===== src/rtl/adc_res_pkg.sv =====
package adc_res_pkg;

    // Register addresses and status bit positions
    localparam int ADR_LO   = 0;
    localparam int ADR_HI   = 1;
    localparam int ADR_STAT = 2;

    localparam int BIT_OVR  = 0;
    localparam int BIT_RDY  = 1;
    localparam int BIT_IFAC = 2;
    localparam int BIT_IEN  = 3;

    typedef struct packed {
        logic rdy;
        logic ovr;
    } cap_flags_t;

    typedef struct packed {
        logic ifac;
        logic ien;
    } irq_state_t;

endpackage


===== src/rtl/adc_res_capture.sv =====
module adc_res_capture
    import adc_res_pkg::*;
#(
    parameter int DATA_W = 10
) (
    input  logic              clk,
    input  logic              rst_n,
    input  logic              done_i,
    input  logic [DATA_W-1:0] result_i,
    input  logic              rd_lo_i,
    input  logic              clr_ovr_i,
    output logic [DATA_W-1:0] res_o,
    output logic              rdy_o,
    output logic              ovr_o
);

    logic [DATA_W-1:0] res_d, res_q;
    cap_flags_t        flg_d, flg_q;

    always_comb begin
        res_d = res_q;
        flg_d = flg_q;
        // software clears first, completion overrides
        if (rd_lo_i)   flg_d.rdy = 1'b0;
        if (clr_ovr_i) flg_d.ovr = 1'b0;
        if (done_i) begin
            res_d     = result_i;
            flg_d.rdy = 1'b1;
            if (flg_q.rdy) flg_d.ovr = 1'b1;
        end
    end

    always_ff @(posedge clk or negedge rst_n) begin
        if (!rst_n) begin
            res_q <= '0;
            flg_q <= '0;
        end else begin
            res_q <= res_d;
            flg_q <= flg_d;
        end
    end

    assign res_o = res_q;
    assign rdy_o = flg_q.rdy;
    assign ovr_o = flg_q.ovr;

endmodule


===== src/rtl/adc_res_irq.sv =====
module adc_res_irq
    import adc_res_pkg::*;
(
    input  logic clk,
    input  logic rst_n,
    input  logic done_i,
    input  logic wr_stat_i,
    input  logic wr_ifac_i,
    input  logic wr_ien_i,
    output logic ifac_o,
    output logic ien_o,
    output logic irq_o
);

    irq_state_t st_d, st_q;

    always_comb begin
        st_d = st_q;
        if (wr_stat_i) begin
            st_d.ien = wr_ien_i;
            if (!wr_ifac_i) st_d.ifac = 1'b0;
        end
        if (done_i) st_d.ifac = 1'b1;
    end

    always_ff @(posedge clk or negedge rst_n) begin
        if (!rst_n) st_q <= '0;
        else        st_q <= st_d;
    end

    assign ifac_o = st_q.ifac;
    assign ien_o  = st_q.ien;
    assign irq_o  = st_q.ifac & st_q.ien;

endmodule


===== src/rtl/adc_res_rdmux.sv =====
module adc_res_rdmux
    import adc_res_pkg::*;
#(
    parameter int DATA_W = 10,
    parameter int ADDR_W = 2
) (
    input  logic [ADDR_W-1:0] addr_i,
    input  logic [DATA_W-1:0] res_i,
    input  logic              rdy_i,
    input  logic              ovr_i,
    input  logic              ifac_i,
    input  logic              ien_i,
    output logic [7:0]        rdata_o
);

    localparam int HI_W = DATA_W - 8;

    logic [7:0] hi_byte;
    logic [7:0] stat_byte;

    generate
        if (HI_W >= 8) begin : g_hi_full
            assign hi_byte = res_i[15:8];
        end else begin : g_hi_part
            assign hi_byte = {{(8-HI_W){1'b0}}, res_i[DATA_W-1:8]};
        end
    endgenerate

    always_comb begin
        stat_byte           = '0;
        stat_byte[BIT_OVR]  = ovr_i;
        stat_byte[BIT_RDY]  = rdy_i;
        stat_byte[BIT_IFAC] = ifac_i;
        stat_byte[BIT_IEN]  = ien_i;
    end

    always_comb begin
        unique case (int'(addr_i))
            ADR_LO:   rdata_o = res_i[7:0];
            ADR_HI:   rdata_o = hi_byte;
            ADR_STAT: rdata_o = stat_byte;
            default:  rdata_o = '0;
        endcase
    end

endmodule


===== src/rtl/adc_result_reg.sv =====
module adc_result_reg
    import adc_res_pkg::*;
#(
    parameter int DATA_W = 10,
    parameter int ADDR_W = 2
) (
    input  logic              clk,
    input  logic              rst_n,
    input  logic              done_i,
    input  logic [DATA_W-1:0] result_i,
    input  logic [ADDR_W-1:0] addr_i,
    input  logic              rd_i,
    input  logic              wr_i,
    input  logic [3:0]        wdata_i,
    output logic [7:0]        rdata_o,
    output logic              irq_o
);

    logic              rd_lo, wr_stat;
    logic [DATA_W-1:0] res_w;
    logic              rdy_w, ovr_w, ifac_w, ien_w;

    assign rd_lo   = rd_i && (int'(addr_i) == ADR_LO);
    assign wr_stat = wr_i && (int'(addr_i) == ADR_STAT);

    adc_res_capture #(.DATA_W(DATA_W)) u_cap (
        .clk       (clk),
        .rst_n     (rst_n),
        .done_i    (done_i),
        .result_i  (result_i),
        .rd_lo_i   (rd_lo),
        .clr_ovr_i (wr_stat && !wdata_i[BIT_OVR]),
        .res_o     (res_w),
        .rdy_o     (rdy_w),
        .ovr_o     (ovr_w)
    );

    adc_res_irq u_irq (
        .clk       (clk),
        .rst_n     (rst_n),
        .done_i    (done_i),
        .wr_stat_i (wr_stat),
        .wr_ifac_i (wdata_i[BIT_IFAC]),
        .wr_ien_i  (wdata_i[BIT_IEN]),
        .ifac_o    (ifac_w),
        .ien_o     (ien_w),
        .irq_o     (irq_o)
    );

    adc_res_rdmux #(.DATA_W(DATA_W), .ADDR_W(ADDR_W)) u_mux (
        .addr_i  (addr_i),
        .res_i   (res_w),
        .rdy_i   (rdy_w),
        .ovr_i   (ovr_w),
        .ifac_i  (ifac_w),
        .ien_i   (ien_w),
        .rdata_o (rdata_o)
    );

endmodule


===== config.mk =====
export PLATFORM = sky130hd
export DESIGN_NAME = adc_result_reg
export DESIGN_NICKNAME = d
export VERILOG_FILES = /design/src/rtl/adc_res_pkg.sv /design/src/rtl/adc_res_capture.sv /design/src/rtl/adc_res_irq.sv /design/src/rtl/adc_res_rdmux.sv /design/src/rtl/adc_result_reg.sv
export SDC_FILE = /design/constraint.sdc
export NUM_CORES = 1
export LEC_CHECK = 0
export ABC_AREA = 1
export BUFFER_PORTS_ARGS = -buffer_cell sky130_fd_sc_hd__buf_4
export CAP_MARGIN = 10
export CORE_MARGIN = 2
export CORE_UTILIZATION = 43
export DETAILED_ROUTE_END_ITERATION = 8
export PLACE_DENSITY = 0.74
export SLEW_MARGIN = 5
export SYNTH_ARGS = -nofsm -noshare
export SYNTH_HDL_FRONTEND = slang
export SYNTH_SLANG_ARGS = --single-unit

===== constraint.sdc =====
create_clock -name clk -period 0.8 [get_ports clk]
set_input_delay 0.08 -clock clk [delete_from_list [all_inputs] [get_ports clk]]
set_output_delay 0.08 -clock clk [all_outputs]
set_load 0.1 [all_outputs]

==> results.tsv, run 1 <==
metric	value	unit
clockBufferDepth	2	
ios	30	
root_buffer	clkbuf_4	
finalCritPeriodShare	143	%
drc	0	
hp-class	primary input to flop	
htreeDepth	1	
maxSlewHeadroom	86.6	%
nNetsFinal	152	
grt_use_total	24.1	%
synth-seq-cells	14	
via_per_inst	4.90	
fin_cells	146	
mostFrequentLayoutCells	nand2_1 (29), buf_4 (26), dfrtp_1 (14)	
start_util	45.2	%
drtIter0Drc	4	
p_per_area	1740	nW/um^2
rsz0062_at_grt	yes	
violations	negative hold slack, negative setup slack	
tightest_slew	0.201	ns
fin_hold_ws	-0.00823	ns
ant_nets	0	
synth_nets	108	
wire_per_inst	13.5	um
synth_cells	87	
fin_skew	0.0000851	ns
setup_viol	9	
final_common_cell	nand2_1	
cts.sinks	14	
die_w	43.3	um
clk_latency	0.29	ns
drt_first_pass_iters	4	
cts_tree	done	
endpoint_kind	output port	
grt.overflow.total	0	
grt_pass1_vias	784	
register_area	350	sq um
hpwl	1200	um
die_area	1880	sq um
netlist_area	664	sq um
antenna_found_initial	0	
numPlacedInstances	135	
worstPathRequired	0.72	ns
period_minus_slack	1.15	ns
worstPathArrival	1.07	ns
status	finished with violations	
cp_max_fo	2	
numPortBuffers	28	
crit_type	flop to output port	
fillerInstances	79	
cts_buffers	3	
fin_ws	-0.348	ns
diodes	0	
multi_input_area	350	sq um
die_h	43.3	um
coreArea	1470	sq um
worst_setup_path_start_kind	flop	
wirelength	1960	um
peakVddDrop	0.00120	V
finalMaxSlewViolations	0	
grt_pass1_wl	3250	um
fmax	871	MHz
hold_viol	2	
synth_seq_area_share	52.7	%
grt_max_degree	19	
drive_gt1_share	53.8	%
num_rows	14	
post-route-util	84.6	%
dp_slack	-0.226	ns
cts.clk_slew.worst_paths	0.08	ns
place.gp.congestion	0.761	
area_growth	87.4	%
avgSynthCellArea	7.64	sq um
p_leak	0.622	nW
yosysWarnings	0	
synth_cell_types	12	
drv_cap	0	
vias	716	
-- Yosys cell counts, drive strengths merged --
library cell,number,area share (%)
nand2,37,21
nand3,5,3.8
inv,14,7.9
nand4,2,1.9
dfrtp,14,53
o21ai,8,7.2
nor2,5,3.2
buf,2,2.4
-- routing by layer --
metal	global-route usage (%)	part of all wire, %	up-vias
li1	-	-	350
met4	12.1	2.2	0
met3	2.55	4.5	5
met2	45.1	56	24
met1	26.5	37	337
met5	0	0	-
-- area by class of cell --
cell class,count,share of cell area (%)
timing repair buffer,41,34.5
sequential,14,28.1
multi-input combinational,57,28.1
inverter,14,4.72
clock buffer,4,2.91
tap,16,1.61
-- metrics by stage --
step | power, mW | setup TNS (ns) | instance area (sq um)
floorplan | 1.29 | -0.971 | 763
global placement | 1.47 | -1.25 | 1020
detailed placement | 1.49 | -1.39 | 1020
CTS | 2.13 | -2.68 | 1220
global route | 2.25 | -2.96 | 1240
finish | 2.16 | -2.68 | 1240
-- what timing repair did --
action | in CTS | in global routing
endpoints found under the hold margin | 17 | 0
gates resized for setup | 29 | 4
pin swaps | 6 | 5
setup buffers | 2 | 3
endpoints found under the setup margin | 9 | 12
hold buffers | 4 | 0
gates cloned | 0 | 0
-- power by group --
part / switching [mW] / total, mW / internal, mW
clock: 0.245 / 0.523 / 0.278
combinational: 0.508 / 0.833 / 0.325
sequential: 0.0417 / 0.809 / 0.767
total: 0.795 / 2.16 / 1.37
-- path summary, 6_finish.rpt --
kind / startpoint / endpoint / slack (ns) / cells after the start
worst max-delay path: u_cap.res_o[8]$_DFFE_PN0P_ / rdata_o[0] / -0.35 / 3
worst min-delay path: result_i[8] / u_cap.res_o[8]$_DFFE_PN0P_ / -0.008 / 3
worst max register to register: u_cap.rdy_o$_DFFE_PN0P_ / u_cap.rdy_o$_DFFE_PN0P_ / 0.03 / 3
worst min register to register: u_cap.res_o[1]$_DFFE_PN0P_ / u_cap.res_o[1]$_DFFE_PN0P_ / 0.53 / 2
max in group asynchronous: rst_n / u_cap.res_o[0]$_DFFE_PN0P_ / 0.47 / 2
min in group asynchronous: rst_n / u_cap.res_o[6]$_DFFE_PN0P_ / 0.16 / 2
-- sequential cells by signal, indices dropped and copies added, names as in the netlist --
signal        flops
u_irq.ifac_o      1
u_cap.rdy_o       1
u_irq.ien_o       1
u_cap.res_o      10
u_cap.ovr_o       1
-- cells by family after synthesis --
kind of cell    Yosys count  synth area share [%]
compound gates            8                  7.16
buf+inv                  16                  10.4
flops                    14                  52.7
simple gates             49                  29.8
-- critical path, cell delays in order, from the launching register on --
cell     delay (ns)
dfrtp_1        0.40
nand3_2        0.12
nand3_4        0.09
buf_12         0.17
Note: power is estimated with default switching activity, not from simulation.
==> inputs of run 2 (changes only) <==
- CORE_UTILIZATION: 43 -> 40
- PLACE_DENSITY: 0.74 -> 0.72
- clock period: 0.8 -> 1 ns (I/O delays scaled with it)
==> results.tsv, run 2 (synthesized netlist as in run 1, its figures left out) <==
metric	value	unit	change
status	finished with violations		unchanged
violations	negative setup slack		was negative hold slack, negative setup slack
maxSlewHeadroom	86.0	%	was 86.6%
hpwl	1090	um	was 1200 um
clockBufferDepth	2		unchanged
path_buf_inv	1		unchanged
cts.clk_slew.worst_paths	0.08	ns	about the same
drt_first_pass_iters	4		unchanged
place.gp.congestion	0.696		was 0.761
cts_buffers	3		unchanged
r2r-start	u_cap.res_o[9]$_DFFE_PN0P_		was u_cap.rdy_o$_DFFE_PN0P_
cts_tree	done		unchanged
tightest_slew	0.210	ns	was 0.201 ns
grt.overflow.total	0		unchanged
hold_viol	0		was 2
worstPathArrival	1.02	ns	was 1.07 ns
tns	-0.895	ns	was -2.68 ns
die_h	44.8	um	was 43.3 um
reg2reg_depth	4		was 3
finalCritPeriodShare	112	%	
largest_reg_flops	10		unchanged
clk_latency	0.26	ns	was 0.29 ns
diodes	0		unchanged
peakVddDrop	0.00100	V	was 0.00120 V
crit_slowest_cell	dfrtp_1		unchanged
wire_per_inst	10.5	um	was 13.5 um
finalMaxSlewViolations	0		unchanged
switchingPower	0.563	mW	was 0.795 mW
grt_pass1_vias	626		was 784
nNetsFinal	147		was 152
drtIter0Drc	10		was 4
start_util	43.6	%	was 45.2%
numPortBuffers	28		unchanged
ios	30		unchanged
numPlacedInstances	132		was 135
grt_max_degree	19		unchanged
vias	640		was 716
wirelength	1470	um	was 1960 um
die_area	2000	sq um	was 1880 sq um
worstPathRequired	0.90	ns	was 0.72 ns
worstSetupEndpoint	rdata_o[1]		was rdata_o[0]
cp_top_family	flip-flops		unchanged
crit_type	flop to output port		unchanged
htreeDepth	1		unchanged
comb_power_share	39.5	%	was 38.5%
num_rows	14		unchanged
period_minus_slack	1.12	ns	
r2r_slack	0.15	ns	was 0.03 ns
worst-path-stages	3		unchanged
cp_cell_sequence	nand2_1, nand3_2, buf_12		was nand3_2, nand3_4, buf_12
fmax	889	MHz	
mostFrequentLayoutCells	nand2_1 (33), buf_4 (26), dfrtp_1 (14)		was nand2_1 (29), buf_4 (26), dfrtp_1 (14)
drive_gt1_share	50.0	%	was 53.8%
critical_path.max_stage_delay	0.39	ns	was 0.40 ns
fin_skew	0.00265	ns	was 0.0000851 ns
endpoint_kind	output port		unchanged
worst_setup_path_start_kind	flop		unchanged
rsz0062_at_grt	yes		unchanged
cp_max_fo	2		unchanged
dp_slack	-0.0398	ns	was -0.226 ns
cts.sinks	14		unchanged
area_growth	71.9	%	was 87.4%
fin_cells	140		was 146
die_w	44.8	um	was 43.3 um
antenna_found_initial	0		unchanged
p_per_area	1360	nW/um^2	was 1740 nW/um^2
sequentialPowerShare	41.5	%	was 37.4%
p_leak	0.588	nW	was 0.622 nW
grt_use_total	17.2	%	was 24.1%
grt_pass1_wl	2520	um	was 3250 um
fin_hold_ws	0.0298	ns	was -0.00823 ns
post-route-util	75.0	%	was 84.6%
ant_nets	0		unchanged
final_common_cell	nand2_1		unchanged
p_int	0.987	mW	was 1.37 mW
drc	0		unchanged
clockPowerShare	19.1	%	was 24.2%
coreArea	1520	sq um	was 1470 sq um
via_per_inst	4.57		was 4.90
setup_viol	9		unchanged
r2r-end	u_cap.res_o[9]$_DFFE_PN0P_		was u_cap.rdy_o$_DFFE_PN0P_
root_buffer	clkbuf_4		unchanged
crit_start	u_cap.res_o[1]$_DFFE_PN0P_		was u_cap.res_o[8]$_DFFE_PN0P_
fin_ws	-0.125	ns	was -0.348 ns
hp-class	primary input to flop		unchanged
p_sw_share	36.3	%	was 36.7%
drv_cap	0		unchanged
[run 2: worst min-delay path by stage]
stage                start                          to  slack, ns  cells after the start
2_1_floorplan        rst_n       u_cap.ovr_o$_DFF_PN0_      -0.20                      0
3_3_place_gp         rst_n  u_cap.res_o[0]$_DFFE_PN0P_      -0.04                      1
3_5_place_dp         rst_n  u_cap.res_o[5]$_DFFE_PN0P_      -0.05                      1
4_1_cts        result_i[9]  u_cap.res_o[9]$_DFFE_PN0P_       0.03                      3
5_1_grt        result_i[9]  u_cap.res_o[9]$_DFFE_PN0P_       0.04                      3
6_report       result_i[8]  u_cap.res_o[8]$_DFFE_PN0P_       0.03                      3
[run 2: through the flow]
step	cell area, sq um	total power, mW
floorplan	716	0.998
global placement	952	1.14
detailed placement	952	1.15
CTS	1120	1.54
global route	1140	1.63
finish	1140	1.55
[run 2: power groups by stage]
stage	Clock [mW]	Sequential (mW)	Combinational (mW)
4_1_cts	0.302	0.639	0.602
5_1_grt	0.331	0.647	0.652
3_3_place_gp	0	0.645	0.493
6_report	0.296	0.643	0.612
2_1_floorplan	0	0.641	0.358
3_5_place_dp	0	0.646	0.500
[run 2: timing repair]
item | in CTS | in global routing
endpoints found under the setup margin | 9 | 9
gates resized for setup | 31 | 6
hold buffers | 1 | 0
pin swaps | 4 | 3
setup buffers | 2 | 2
hold endpoints to repair | 14 | 0
[run 2: metal layers]
layer	wire, um	vias up	track usage, %
met2	746	16	27.2
met1	651	282	23.7
met5	0	-	0
li1	-	340	-
met4	6	0	7.27
met3	62	2	2.40
[run 2: final cells by class]
class / instances / area [sq um]
clock buffers: 3 / 22.5
fillers: 112 / 382
inverters: 14 / 56.3
multi-input cells: 57 / 313
flip-flops and latches: 14 / 350
well taps: 16 / 20.0
repair buffers: 36 / 380
[run 2: worst reg2reg max path, stage by stage (launching register included)]
cell     delay [ns]
dfrtp_1        0.40
buf_4          0.14
buf_4          0.12
nand2_1        0.05
nand2_1        0.04
